===== config.mk =====
export PLATFORM = sky130hd
export DESIGN_NAME = pid_tlb_xlate
export DESIGN_NICKNAME = d
export VERILOG_FILES = /design/src/rtl/xlt_pkg.sv /design/src/rtl/xlt_cam.sv /design/src/rtl/xlt_victim.sv /design/src/rtl/pid_tlb_xlate.sv
export SDC_FILE = /design/constraint.sdc
export NUM_CORES = 1
export LEC_CHECK = 0
export ABC_CLOCK_PERIOD_IN_PS = 2460
export BUFFER_PORTS_ARGS = -buffer_cell sky130_fd_sc_hd__buf_2
export CAP_MARGIN = 20
export CORE_MARGIN = 1
export CORE_UTILIZATION = 30
export DETAILED_ROUTE_END_ITERATION = 7
export GPL_TIMING_DRIVEN = 0
export PLACE_DENSITY = 0.56
export RECOVER_POWER = 50
export SYNTH_ARGS = -nofsm -noshare
export SYNTH_HDL_FRONTEND = slang
export SYNTH_SLANG_ARGS = --single-unit

===== constraint.sdc =====
create_clock -name clk -period 2.46 [get_ports clk]
set_clock_uncertainty 0.2 [all_clocks]
set_input_delay 0.123 -clock clk [delete_from_list [all_inputs] [get_ports clk]]
set_output_delay 0.123 -clock clk [all_outputs]
set_load 0.05 [all_outputs]

===== src/rtl/xlt_pkg.sv =====
package xlt_pkg;
  typedef enum logic [1:0] {
    WK_IDLE  = 2'd0,
    WK_ISSUE = 2'd1,
    WK_WAIT  = 2'd2
  } walk_state_e;
endpackage


===== src/rtl/xlt_cam.sv =====
module xlt_cam #(
  parameter int ENTRIES = 4,
  parameter int PAGE_W  = 3,
  parameter int FRAME_W = 4,
  parameter int PID_W   = 4,
  localparam int IDX_W  = (ENTRIES > 1) ? $clog2(ENTRIES) : 1
) (
  input  logic               clk,
  input  logic               rst_n,
  input  logic [PAGE_W-1:0]  look_page,
  input  logic [PID_W-1:0]   look_pid,
  output logic               hit,
  output logic [FRAME_W-1:0] hit_frame,
  input  logic               fill_en,
  input  logic [IDX_W-1:0]   fill_idx,
  input  logic [PAGE_W-1:0]  fill_page,
  input  logic [PID_W-1:0]   fill_pid,
  input  logic [FRAME_W-1:0] fill_frame,
  input  logic               flush,
  output logic [ENTRIES-1:0] valid_vec
);
  logic [ENTRIES-1:0] valid_q;
  logic [ENTRIES-1:0] hit_vec;
  logic [PAGE_W-1:0]  page_q  [ENTRIES];
  logic [PID_W-1:0]   pid_q   [ENTRIES];
  logic [FRAME_W-1:0] frame_q [ENTRIES];

  always_ff @(posedge clk) begin
    if (!rst_n)       valid_q <= '0;
    else if (flush)   valid_q <= '0;
    else if (fill_en) valid_q[fill_idx] <= 1'b1;
  end

  for (genvar e = 0; e < ENTRIES; e++) begin : g_ent
    always_ff @(posedge clk) begin
      if (!rst_n) begin
        page_q[e]  <= '0;
        pid_q[e]   <= '0;
        frame_q[e] <= '0;
      end else if (fill_en && fill_idx == IDX_W'(e)) begin
        page_q[e]  <= fill_page;
        pid_q[e]   <= fill_pid;
        frame_q[e] <= fill_frame;
      end
    end
    assign hit_vec[e] = valid_q[e] && (page_q[e] == look_page) && (pid_q[e] == look_pid);
  end

  always_comb begin
    hit_frame = '0;
    for (int i = 0; i < ENTRIES; i++)
      if (hit_vec[i]) hit_frame = hit_frame | frame_q[i];
  end

  assign hit       = |hit_vec;
  assign valid_vec = valid_q;

  p_single_hit_r5: assert property (@(posedge clk) disable iff (!rst_n)
    $onehot0(hit_vec));
  p_flush_empties_r7: assert property (@(posedge clk) disable iff (!rst_n)
    flush |=> (valid_q == '0));
endmodule


===== src/rtl/xlt_victim.sv =====
module xlt_victim #(
  parameter int ENTRIES = 4,
  localparam int IDX_W  = (ENTRIES > 1) ? $clog2(ENTRIES) : 1
) (
  input  logic               clk,
  input  logic               rst_n,
  input  logic [ENTRIES-1:0] valid_vec,
  input  logic               fill_en,
  output logic [IDX_W-1:0]   victim_idx
);
  logic [IDX_W-1:0] rr_q;
  logic [IDX_W-1:0] free_idx;
  logic             any_free;

  always_comb begin
    free_idx = '0;
    any_free = 1'b0;
    for (int i = ENTRIES - 1; i >= 0; i--)
      if (!valid_vec[i]) begin
        free_idx = IDX_W'(i);
        any_free = 1'b1;
      end
  end

  assign victim_idx = any_free ? free_idx : rr_q;

  always_ff @(posedge clk) begin
    if (!rst_n)       rr_q <= '0;
    else if (fill_en) rr_q <= (rr_q == IDX_W'(ENTRIES - 1)) ? '0 : rr_q + 1'b1;
  end

  p_rr_step_r6: assert property (@(posedge clk) disable iff (!rst_n)
    (fill_en && rr_q != IDX_W'(ENTRIES - 1)) |=> (rr_q == $past(rr_q) + 1'b1));
  p_free_first_r6: assert property (@(posedge clk) disable iff (!rst_n)
    (!(&valid_vec)) |-> !valid_vec[victim_idx]);
endmodule


===== src/rtl/pid_tlb_xlate.sv =====
module pid_tlb_xlate
  import xlt_pkg::*;
#(
  parameter int PAGE_W  = 3,
  parameter int OFF_W   = 13,
  parameter int FRAME_W = 4,
  parameter int PID_W   = 4,
  parameter int ENTRIES = 4,
  parameter int MA_W    = 16,
  localparam int LA_W   = PAGE_W + OFF_W,
  localparam int PA_W   = FRAME_W + OFF_W
) (
  input  logic               clk,
  input  logic               rst_n,
  input  logic               req_valid,
  output logic               req_ready,
  input  logic [LA_W-1:0]    req_laddr,
  output logic               rsp_valid,
  output logic [PA_W-1:0]    rsp_paddr,
  output logic               mem_req_valid,
  input  logic               mem_req_ready,
  output logic [MA_W-1:0]    mem_req_addr,
  input  logic               mem_rsp_valid,
  input  logic [FRAME_W-1:0] mem_rsp_frame,
  input  logic               base_we,
  input  logic [MA_W-1:0]    base_wdata,
  input  logic               pid_we,
  input  logic [PID_W-1:0]   pid_wdata,
  input  logic               flush
);
  localparam int IDX_W = (ENTRIES > 1) ? $clog2(ENTRIES) : 1;

  function automatic logic [PA_W-1:0] f_join(input logic [FRAME_W-1:0] fr,
                                             input logic [OFF_W-1:0] off);
    return {fr, off};
  endfunction

  function automatic logic [MA_W-1:0] f_walk_addr(input logic [MA_W-1:0] base,
                                                  input logic [PAGE_W-1:0] pg);
    return base + MA_W'(pg);
  endfunction

  walk_state_e        state_q;
  logic [MA_W-1:0]    base_q;
  logic [PID_W-1:0]   pid_q;
  logic [PAGE_W-1:0]  pend_page;
  logic [OFF_W-1:0]   pend_off;
  logic [PID_W-1:0]   pend_pid;
  logic [MA_W-1:0]    pend_addr;
  logic               rsp_valid_q;
  logic [PA_W-1:0]    rsp_paddr_q;

  logic [PAGE_W-1:0]  page_in;
  logic [OFF_W-1:0]   off_in;
  logic               lookup_hit;
  logic [FRAME_W-1:0] lookup_frame;
  logic               accept, hit_accept, miss_accept, walk_done;
  logic [ENTRIES-1:0] valid_vec;
  logic [IDX_W-1:0]   victim_idx;

  assign page_in     = req_laddr[LA_W-1:OFF_W];
  assign off_in      = req_laddr[OFF_W-1:0];
  assign req_ready   = (state_q == WK_IDLE);
  assign accept      = req_valid && req_ready;
  assign hit_accept  = accept && lookup_hit;
  assign miss_accept = accept && !lookup_hit;
  assign walk_done   = (state_q == WK_WAIT) && mem_rsp_valid;

  xlt_cam #(.ENTRIES(ENTRIES), .PAGE_W(PAGE_W), .FRAME_W(FRAME_W), .PID_W(PID_W)) u_cam (
    .clk(clk), .rst_n(rst_n),
    .look_page(page_in), .look_pid(pid_q),
    .hit(lookup_hit), .hit_frame(lookup_frame),
    .fill_en(walk_done), .fill_idx(victim_idx),
    .fill_page(pend_page), .fill_pid(pend_pid), .fill_frame(mem_rsp_frame),
    .flush(flush), .valid_vec(valid_vec)
  );

  xlt_victim #(.ENTRIES(ENTRIES)) u_victim (
    .clk(clk), .rst_n(rst_n),
    .valid_vec(valid_vec), .fill_en(walk_done), .victim_idx(victim_idx)
  );

  always_ff @(posedge clk) begin
    if (!rst_n) begin
      state_q     <= WK_IDLE;
      base_q      <= '0;
      pid_q       <= '0;
      pend_page   <= '0;
      pend_off    <= '0;
      pend_pid    <= '0;
      pend_addr   <= '0;
      rsp_valid_q <= 1'b0;
      rsp_paddr_q <= '0;
    end else begin
      rsp_valid_q <= 1'b0;
      if (base_we) base_q <= base_wdata;
      if (pid_we)  pid_q  <= pid_wdata;
      unique case (state_q)
        WK_IDLE: begin
          if (hit_accept) begin
            rsp_valid_q <= 1'b1;
            rsp_paddr_q <= f_join(lookup_frame, off_in);
          end else if (miss_accept) begin
            pend_page <= page_in;
            pend_off  <= off_in;
            pend_pid  <= pid_q;
            pend_addr <= f_walk_addr(base_q, page_in);
            state_q   <= WK_ISSUE;
          end
        end
        WK_ISSUE: if (mem_req_ready) state_q <= WK_WAIT;
        WK_WAIT: begin
          if (mem_rsp_valid) begin
            rsp_valid_q <= 1'b1;
            rsp_paddr_q <= f_join(mem_rsp_frame, pend_off);
            state_q     <= WK_IDLE;
          end
        end
        default: state_q <= WK_IDLE;
      endcase
    end
  end

  assign mem_req_valid = (state_q == WK_ISSUE);
  assign mem_req_addr  = pend_addr;
  assign rsp_valid     = rsp_valid_q;
  assign rsp_paddr     = rsp_paddr_q;

  p_hold_addr_r10: assert property (@(posedge clk) disable iff (!rst_n)
    (mem_req_valid && !mem_req_ready) |=> (mem_req_valid && $stable(mem_req_addr)));
  p_hit_direct_r2: assert property (@(posedge clk) disable iff (!rst_n)
    hit_accept |=> (rsp_valid && !mem_req_valid));
  p_miss_blocks_r3: assert property (@(posedge clk) disable iff (!rst_n)
    miss_accept |=> (!req_ready && mem_req_valid && !rsp_valid));
  p_walk_answers_r4: assert property (@(posedge clk) disable iff (!rst_n)
    walk_done |=> (rsp_valid && req_ready));
endmodule


==> results of run 1 <==
==> synth_stat cells <==
| library cell | instances |
|---|---|
| nand4_1 | 6 |
| buf_4 | 2 |
| xor2_1 | 23 |
| a21oi_1 | 4 |
| buf_6 | 2 |
| o211ai_1 | 2 |
| and2_1 | 28 |
| clkbuf_1 | 22 |
| dfxtp_1 | 82 |
| nor3_1 | 6 |
| a221oi_1 | 13 |
| fa_1 | 1 |
| nor2_1 | 72 |
| o211a_1 | 1 |
| o311ai_2 | 1 |
| nand2b_1 | 3 |
| nor4_2 | 1 |
| a211oi_1 | 26 |
| and4_1 | 3 |
| o221ai_1 | 4 |
| buf_2 | 11 |
| o21ai_0 | 3 |
| nand3_1 | 2 |
| nand2_1 | 19 |
| nor4_1 | 3 |
| nor2b_1 | 14 |
| o2bb2ai_1 | 1 |
| ha_1 | 4 |
| xnor2_1 | 19 |
| a22o_1 | 5 |
| a21boi_0 | 1 |
| buf_1 | 2 |
| and3_1 | 24 |
| nor4_4 | 1 |
| a221o_1 | 4 |
| inv_1 | 20 |
| edfxtp_1 | 44 |
| mux2i_1 | 47 |
| a31oi_1 | 1 |
| o21bai_1 | 1 |
==> layout by cell type (no fill, tap or decap), types with 4 or more instances in the layout <==
cell type	count
xor2_1	22
clkinv_4	4
nand2_1	17
nor2b_1	14
edfxtp_1	44
nor3_1	5
clkbuf_16	19
a22o_1	4
buf_2	48
nor2_1	71
inv_1	20
mux2i_1	46
o221ai_1	4
dfxtp_1	80
clkinvlp_4	5
a221oi_1	13
and2_1	26
a221o_1	4
dlygate4sd3_1	48
and3_1	24
nand4_1	6
clkbuf_1	55
xnor2_1	18
buf_4	14
a211oi_1	23
ha_1	4
a21oi_1	4
==> metrics by stage <==
step,hold WS (ns),utilization [%],area (um2),worst slack [ns]
floorplan,0.0702,-,5590,0.139
global placement,0.157,34.6,6280,-0.524
detailed placement,0.164,34.6,6290,-0.203
CTS,0.00784,40.9,7420,0.0117
global route,0.0391,41.3,7490,-0.00190
finish,0.0179,41.3,7490,0.109
==> worst paths after layout <==
check        slack (ns)          start               end
min                0.02  req_laddr[15]      pend_page[2]
min reg2reg        0.26   rsp_paddr[6]      rsp_paddr[6]
max reg2reg        0.11       pid_q[0]  mem_req_addr[10]
max                0.11       pid_q[0]  mem_req_addr[10]
==> worst max-delay path, stage by stage (launching register included) <==
cell and delay, ns:
dfxtp_1 0.29, buf_4 0.16, xnor2_2 0.17, nand2_2 0.10
nor4_4 0.29, buf_6 0.16, buf_4 0.13, nor4_4 0.04
buf_4 0.16, buf_6 0.16, buf_4 0.18, a211oi_1 0.20
==> report_power, final <==
part	total (mW)	internal (mW)	switching, mW
Sequential	2.32	2.25	0.0685
Combinational	0.617	0.242	0.374
Clock	2.33	1.36	0.969
Total	5.26	3.85	1.41
==> per-layer routing <==
layer,share of wire (%),track usage (%),routed length [um]
met1,44,18.8,6510
met2,51,28.1,7590
met3,4.2,3.76,630
met4,1.1,6.15,165
met5,0,0,0
==> flip-flops by register name, summed over array words and instances, names as in the netlist <==
name	count
rsp_paddr	17
base_q	16
mem_req_addr	16
u_cam.frame_q	16
u_cam.pid_q	16
pend_off	13
u_cam.page_q	12
pend_pid	4
pid_q	4
u_cam.valid_vec	4
pend_page	3
state_q	2
u_victim.rr_q	2
rsp_valid	1
==> logic make-up (layout without fill, tap and decap cells) <==
group                    after synthesis  in the layout  share of synthesized area [%]
buffers and inverters                 59            226                           4.61
AO/OA/AOI/OAI                         67             67                           9.55
adder cells (fa/ha/maj)                5              5                           1.25
AND/OR/NAND/NOR                      182            182                           16.6
flip-flops                           126            126                           53.0
multiplexers                          47             47                           8.41
XOR/XNOR                              42             42                           6.58
==> cell type report <==
cell class / count / area, um2
Buffer: 36 / 190
Inverter: 20 / 75.1
Tap cell: 229 / 287
Sequential cell: 126 / 2970
Clock inverter: 14 / 109
Multi-Input combinational cell: 343 / 2480
Clock buffer: 18 / 450
Fill cell: 1749 / 10700
Timing Repair Buffer: 138 / 932
==> what timing repair did <==
item / 4_1_cts / 5_1_grt
gates cloned: 0 / 1
buffers inserted: 3 / 5
endpoints found under the hold margin: 63 / 0
gates resized for setup: 15 / 27
pin swaps: 3 / 7
setup endpoints to repair: 74 / 99
hold buffers: 48 / 0
==> summary.md, run 1 <==
| Metric | Value |
|---|---|
| Endpoints failing setup | `0` |
| Sequential area share after synthesis | `53.0%` |
| Area grow syn2layout | `33.9%` |
| Setup Total Neg Slack | `0 ns` |
| Top cells by area, synth | `dfxtp_1, edfxtp_1, mux2i_1` |
| Grt total ovfl | `0` |
| Final Hold Viols | `0` |
| Largest net degree at the start of global routing | `17` |
| Startpoint types | `register` |
| RSZ-0062 raised after global routing | `true` |
| Worst Setup End Kind | `register` |
| Clk Latency, worst-skew pair | `approximately 0.42 ns` |
| TritonCTS clock tree | `done` |
| Slew @ Worst Pin | `between 0.7 and 0.8 ns` |
| Post-route DRC | `17` |
| Hold WC Path Type | `input port to register` |
| Die area | `19,200 um2` |
| Max Cap Viol | `0` |
| Synth top area share | `29.4%` |
| Dpl cells | `roughly 840` |
| Layout cells sized above 1 | `between 10% and 20%` |
| Longest Clk Path Bufs | `2` |
| Die height | `139 um` |
| Crit path max fanout | `10` |
| Leakage | `approximately 3 nW` |
| CP Class | `register to register` |
| Die width | `approximately 140 um` |
| Worst-path clk slew | `0.06 ns` |
| Crit share post-route | `95.6%` |
| Total CTS buffers | `17` |
| Worst hold path depth | `4` |
| Routed vias/inst | `4.81` |
| Antenna Nets Post-Route | `0` |
| Fin cells | `924` |
| Drt first-iter violations | `211` |
| Tot GR Track Use | `about 16%` |
| Slew margin rel. | `53.1%` |
| Yosys warns | `0` |
| Total power | `around 5.3 mW` |
| CP arrival | `2.47 ns` |
| Max Fclk | `around 430 MHz` |
| Mapped Cells | `roughly 530` |
| Worst r2r path cells | `11` |
| Status | `finished with violations` |
| Initial core utilization | `30.8%` |
| Rows | `49` |
| Core ar. | `approximately 18,000 um2` |
| Failing checks | `DRC` |
| Synth Register Bits | `126` |
| DR WL/cell | `between 15 and 20 um` |
| RePlAce Congestion | `0.755` |
| Syn Nets | `581` |
| Power Dens Cells | `702 nW/um2` |
| Diodes inserted | `0` |
| CTS H-tree depth | `4` |
| HPWL after DPL | `10.3 mm` |
| VDD IR-drop max | `between 0.0003 and 0.0004 V` |
| Initial antenna violation count | `0` |
| Sink Count | `126` |
| CTS root buffer | `clkbuf_16` |
| Slew Limit Fails | `0` |
| Port Buffers | `80` |
| Io pins | `84` |
| Largest area contributor in the netlist | `dfxtp_1` |
| Worst Path Required | `~2.6 ns` |
| Vias in the first global route | `4,565` |
| Via Count | `4,440` |
| Final #Nets | `735` |
| Area of the mapped netlist | `5590 um2` |
| Distinct cells, synth | `40` |
| DRT Pass-1 Iters | `6` |
| Average size of a mapped cell | `10.6 um2` |
| Tmin final | `2.35 ns` |
| First-pass GRT wire length | `23.6 mm` |
| DRT Wirelength | `14.9 mm` |
(Power assumes the default switching activity.)
==> inputs of run 2 (changes only) <==
--- a/config.mk
+++ b/config.mk
@@ -11,9 +11,9 @@
 export CORE_MARGIN = 1
 export CORE_UTILIZATION = 30
 export DETAILED_ROUTE_END_ITERATION = 7
-export GPL_TIMING_DRIVEN = 0
 export PLACE_DENSITY = 0.56
 export RECOVER_POWER = 50
+export SLEW_MARGIN = 5
 export SYNTH_ARGS = -nofsm -noshare
 export SYNTH_HDL_FRONTEND = slang
 export SYNTH_SLANG_ARGS = --single-unit
==> run 2 against run 1 <==
  * The run ends with DRC, hold timing left
  * Core utilization shrank 0.38 points
  * Final cell count shrank 1.5%
  * Non-clock buffer count shrank 14
  * First-iteration DRC count increased by 9.0%
  * Sequential cell count stayed put
  * Combinational power down 3.2%
  * Wire length is 7.4% lower
  * Hold slack lost 0.021 ns
  * Worst setup slack better by 0.016 ns
  * Critical endpoint is now mem_req_addr[14]
==> summary.md, run 2 (synthesis results as in run 1) <==
| Metric | Value |
|---|---|
| Status | `finished with violations` |
| Failing checks | `DRC, hold timing` |
| Crit path max fanout | `6` |
| Clk Latency, worst-skew pair | `0.43 ns` |
| Die width | `139 um` |
| WHS | `-0.00315 ns` |
| Port Buffers | `83` |
| Multi-input logic area | `2400 um2` |
| Commonest non-fill, non-tap cell in the layout | `dfxtp_1` |
| Initial core utilization | `between 30% and 40%` |
| Crit share post-route | `94.9%` |
| Area grow syn2layout | `32.7%` |
| Die area | `19,200 um2` |
| VDD IR-drop max | `~0.00043 V` |
| Most used cells in the layout excluding fill and tap cells | `dfxtp_1, nor2_1, dlygate4sd3_1, mux2i_1, buf_2` |
| Max reg flops | `17` |
| Setup Total Neg Slack | `0 ns` |
| CTS H-tree depth | `4` |
| CTS root buffer | `clkbuf_16` |
| Drt first-iter violations | `230` |
| Via Count | `4,288` |
| Sequential cell area | `2960 um2` |
| Io pins | `84` |
| Final Hold Viols | `1` |
| Pint | `4.16 mW` |
| Hold WC Path Type | `input port to register` |
| Total power | `5.56 mW` |
| RSZ-0062 raised after global routing | `false` |
| Die height | `139 um` |
| Rows | `49` |
| DRT Wirelength | `13.8 mm` |
| Flop pwr share | `41.7%` |
| Clock power share | `47.5%` |
| Routed vias/inst | `approximately 4.7` |
| Max Cap Viol | `0` |
| CP Class | `input port to register` |
| DR WL/cell | `15.1 um` |
| Leakage | `3.00 nW` |
| Grt total ovfl | `0` |
| Largest net degree at the start of global routing | `44` |
| Tmin final | `2.33 ns` |
| Fill cells | `between 1.5k and 2k` |
| Worst Setup End Kind | `register` |
| Total CTS buffers | `17` |
| CP arrival | `2.44 ns` |
| Max Fclk | `428 MHz` |
| Logic pwr share | `10.7%` |
| Sink Count | `between 100 and 150` |
| Diodes inserted | `0` |
| Antenna Nets Post-Route | `0` |
| Switching share of power | `between 20 and 30%` |
| Slew margin rel. | `39.1%` |
| Tot GR Track Use | `between 10% and 20%` |
| Post-route DRC | `17` |
| Endpoints failing setup | `0` |
| Startpoint types | `input port` |
| Net Switching | `1.40 mW` |
| Vias in the first global route | `4,272` |
| Initial antenna violation count | `0` |
| Layout cells sized above 1 | `between 10% and 20%` |
| HPWL after DPL | `9.38 mm` |
| DRT Pass-1 Iters | `6` |
| Worst-path clk slew | `0.06 ns` |
| First-pass GRT wire length | `22.0 mm` |
| TritonCTS clock tree | `done` |
| Core ar. | `18,100 um2` |
| Slew @ Worst Pin | `0.914 ns` |
| Final #Nets | `about 720` |
| RePlAce Congestion | `0.754` |
| Longest Clk Path Bufs | `2` |
| Worst Path Required | `2.57 ns` |
| Slew Limit Fails | `0` |
| Power Dens Cells | `749 nW/um2` |
[run 2: changes by cell type in the layout (fill, tap and decap cells not counted), moves of 3 or more]
cell       delta
clkbuf_1     -14
buf_4         +7
a211oi_1      +3
and2_0        +4
a211oi_2      -3
bufinv_16     +3
and2_1        -3
[run 2: power groups by stage]
stage	clock (mW)	sequential [mW]	combinational, mW
floorplan	0	2.44	0.283
global placement	0	2.36	0.534
detailed placement	0	2.36	0.540
CTS	2.69	2.32	0.606
global route	2.78	2.33	0.643
finish	2.64	2.32	0.597
[run 2: metal layers]
metal | track usage, % | wire [um]
met1 | 17.9 | 6240
met4 | 8.04 | 283
met5 | 0 | 0
met3 | 3.52 | 451
met2 | 24.6 | 6820
[run 2: worst paths after layout]
| check | start | to | slack [ns] | cells past startpoint |
|---|---|---|---|---|
| setup / recovery | req_laddr[13] | mem_req_addr[14] | 0.13 | 10 |
| hold / removal | req_laddr[14] | pend_page[1] | -0.003 | 4 |
| setup reg to reg | pid_q[2] | mem_req_addr[10] | 0.15 | 8 |
| hold reg to reg | rsp_paddr[6] | rsp_paddr[6] | 0.26 | 2 |
[run 2: cell type report]
cell class | instances | area share, %
multi-input combinational | 343 | 32.3
sequential | 126 | 39.9
timing repair buffer | 160 | 14.4
clock inverter | 14 | 2.39
inverter | 20 | 1.01
clock buffer | 18 | 6.07
tap | 229 | 3.86
[run 2: through the flow]
step | area (um2) | instances | setup WS (ns) | util (%)
after floorplan | 5590 | 528 | 0.139 | -
after global routing | 7420 | 910 | 0.000000444 | 40.9
after global placement | 6340 | 828 | 0.153 | 34.9
final | 7420 | 910 | 0.125 | 40.9
after CTS | 7460 | 909 | 0.0506 | 41.1
after detailed placement | 6340 | 828 | 0.0783 | 34.9
[run 2: timing repair]
item                                    CTS  global route
endpoints found under the hold margin    65             0
hold buffers                             49             0
gates resized for setup                   0             5
endpoints found under the setup margin    0            27
setup buffers                             0             1
[run 2: critical path: stages]
cell           delay [ns]
dlygate4sd3_1        0.52
buf_2                0.22
ha_1                 0.21
inv_1                0.06
fa_1                 0.41
nor2_2               0.17
o211a_1              0.23
nand3_1              0.11
xor2_1               0.15
a211oi_1             0.23
==> inputs of run 3 (changes only) <==
--- a/config.mk
+++ b/config.mk
@@ -8,11 +8,11 @@
 export ABC_CLOCK_PERIOD_IN_PS = 2460
 export BUFFER_PORTS_ARGS = -buffer_cell sky130_fd_sc_hd__buf_2
 export CAP_MARGIN = 20
+export CORE_ASPECT_RATIO = 1.4
 export CORE_MARGIN = 1
 export CORE_UTILIZATION = 30
 export DETAILED_ROUTE_END_ITERATION = 7
 export PLACE_DENSITY = 0.56
-export RECOVER_POWER = 50
 export SLEW_MARGIN = 5
 export SYNTH_ARGS = -nofsm -noshare
 export SYNTH_HDL_FRONTEND = slang
==> run 3 against run 2 <==
  * The flow now finishes without violations
  * Critical path depth increased by 1
  * First-iteration DRC count increased by 22%
  * Global-route usage increased by 0.32 points
  * Final cell count increased by 2.1%
  * Register-to-register slack got worse by 0.12 ns
  * Via count increased by 1.5%
  * Total power decreased by 2.8%
  * Critical endpoint is now pend_off[6]
  * Largest cell class unchanged
==> summary.md, run 3 (synthesis results as in run 1) <==
| Metric | Value |
|---|---|
| Status | `complete, no violations` |
| DRT Wirelength | `14.1 mm` |
| Grt total ovfl | `0` |
| Setup Total Neg Slack | `0 ns` |
| Most used cells in the layout excluding fill and tap cells | `buf_2, dfxtp_1, nor2_1, dlygate4sd3_1, mux2i_1` |
| Worst-path clk slew | `0.06 ns` |
| Max Cap Viol | `0` |
| Largest net degree at the start of global routing | `55` |
| VDD IR-drop max | `0.000491 V` |
| RSZ-0062 raised after global routing | `true` |
| Core ar. | `18,100 um2` |
| Sink Count | `126` |
| CTS root buffer | `clkbuf_16` |
| Tmin final | `2.43 ns` |
| Longest Clk Path Bufs | `2` |
| CTS H-tree depth | `4` |
| Rows | `58` |
| CP Class | `register to register` |
| Diodes inserted | `0` |
| HPWL after DPL | `9.33 mm` |
| Slew Limit Fails | `0` |
| Crit Reg-Reg Endpoint | `pend_off[6]` |
| Initial antenna violation count | `0` |
| Max reg flops | `17` |
| Die area | `19,200 um2` |
| Endpoints failing setup | `0` |
| Clk Latency, worst-skew pair | `0.41 ns` |
| TritonCTS clock tree | `done` |
| Final #Nets | `729` |
| Net Switching | `1.37 mW` |
| Io pins | `84` |
| Port Buffers | `83` |
| Final Hold Viols | `0` |
| Pint | `4.03 mW` |
| Clock power share | `44.6%` |
| Slew @ Worst Pin | `0.577 ns` |
| Crit path max fanout | `6` |
| Drt first-iter violations | `280` |
| Hold WC Path Type | `input port to register` |
| R2R setup slack | `about 0.028 ns` |
| CP arrival | `2.51 ns` |
| Total power | `5.40 mW` |
| Pre-CTS setup slack | `-0.0368 ns` |
| Hold endpoint | `pend_page[2]` |
| Initial core utilization | `a little under a third` |
| Min-Delay Startpoint | `req_laddr[15]` |
| Dpl cells | `843` |
| Via Count | `4,351` |
| RePlAce Congestion | `0.770` |
| DR WL/cell | `between 15 and 20 um` |
| First-pass GRT wire length | `22.7 mm` |
| Startpoint types | `register` |
| DRT Pass-1 Iters | `4` |
| Routed vias/inst | `4.68` |
| Area grow syn2layout | `38.3%` |
| WHS | `0.00491 ns` |
| Die height | `164 um` |
| Worst Path Required | `2.53 ns` |
| Antenna Nets Post-Route | `0` |
| Post-route DRC | `0` |
| Worst r2r path cells | `11` |
| Final worst slack | `0.0282 ns` |
| Vias in the first global route | `4,528` |
| Tot GR Track Use | `between 10% and 20%` |
| Switching share of power | `between 20% and 30%` |
| Flop pwr share | `42.9%` |
| Worst Setup End Kind | `register` |
| Fill cells | `1,728` |
| Total CTS buffers | `17` |
| Leakage | `3.27 nW` |
| Worst hold path depth | `4` |
| Layout cells sized above 1 | `26.4%` |
| Power Dens Cells | `698 nW/um2` |
| Commonest non-fill, non-tap cell in the layout | `buf_2` |
| Logic pwr share | `12.5%` |
| Max Fclk | `411 MHz` |
| Slew margin rel. | `roughly three fifths` |
| Die width | `about 120 um` |
| Crit share post-route | `approximately 99%` |
| Critical R2R Launch | `pid_q[1]` |
| Fin cells | `929` |
-- run 3: cell types whose count changed in the layout (fill, tap and decap cells not counted), sizes merged --
cell and delta:
buf +48, bufinv -1, clkbuf -40, clkinv +7, clkinvlp +1, dlygate4sd3 -2, dlymetal6s4s +1, inv -6
-- run 3: layout make-up --
cell class                      count  area, um2  share of cell area [%]
Multi-Input combinational cell    343       2510                    32.4
Inverter                           20       75.1                   0.970
Timing Repair Buffer              168       1310                    16.9
Clock buffer                       17        425                    5.50
Tap cell                          240        300                    3.88
Clock inverter                     15        149                    1.92
Sequential cell                   126       2970                    38.4
-- run 3: worst max path at each step --
stage                 startpoint          endpoint  depth (start not counted)
2_1_floorplan         state_q[1]  mem_req_addr[10]                          6
6_report                pid_q[1]       pend_off[6]                         11
5_1_grt        u_cam.pid_q[1][0]       pend_off[6]                         10
4_1_cts            req_laddr[15]      rsp_paddr[5]                         10
3_5_place_dp            pid_q[1]      rsp_paddr[5]                          8
3_3_place_gp            pid_q[1]      rsp_paddr[5]                          8
-- run 3: through the flow --
| step | util [%] | area [um2] |
|---|---|---|
| 2_1_floorplan | - | 5590 |
| 3_3_place_gp | 35.2 | 6390 |
| 3_5_place_dp | 35.2 | 6390 |
| 4_1_cts | 41.3 | 7490 |
| 5_1_grt | 42.6 | 7740 |
| 6_report | 42.6 | 7740 |
-- run 3: per-layer routing --
metal  vias up  wire (um)  track usage [%]
li1       2145          -                -
met1      2100       5730             16.1
met2        83       7680             28.8
met3        23        399             3.18
met4         0        305             6.32
met5         -          0                0
-- run 3: timing repair --
item,in CTS,in global routing
gates resized for setup,1,37
setup endpoints to repair,11,49
hold endpoints to repair,63,0
buffers inserted,1,4
pin swaps,2,8
gates cloned,1,2
hold buffers,48,0
-- run 3: power groups by stage --
| stage | Combinational [mW] | Sequential [mW] | Clock [mW] |
|---|---|---|---|
| 3_5_place_dp | 0.540 | 2.36 | 0 |
| 4_1_cts | 0.621 | 2.31 | 2.46 |
| 2_1_floorplan | 0.283 | 2.44 | 0 |
| 6_report | 0.675 | 2.32 | 2.41 |
| 5_1_grt | 0.724 | 2.33 | 2.55 |
| 3_3_place_gp | 0.532 | 2.36 | 0 |
-- run 3: worst max-delay path: stages (launching register included) --
cell	delay [ns]
dfxtp_4	0.36
buf_4	0.15
xnor2_2	0.14
nand4_1	0.20
nor4_4	0.39
buf_4	0.19
nor4_4	0.04
buf_6	0.14
buf_12	0.13
clkbuf_16	0.16
mux2i_1	0.16
nor2_1	0.05
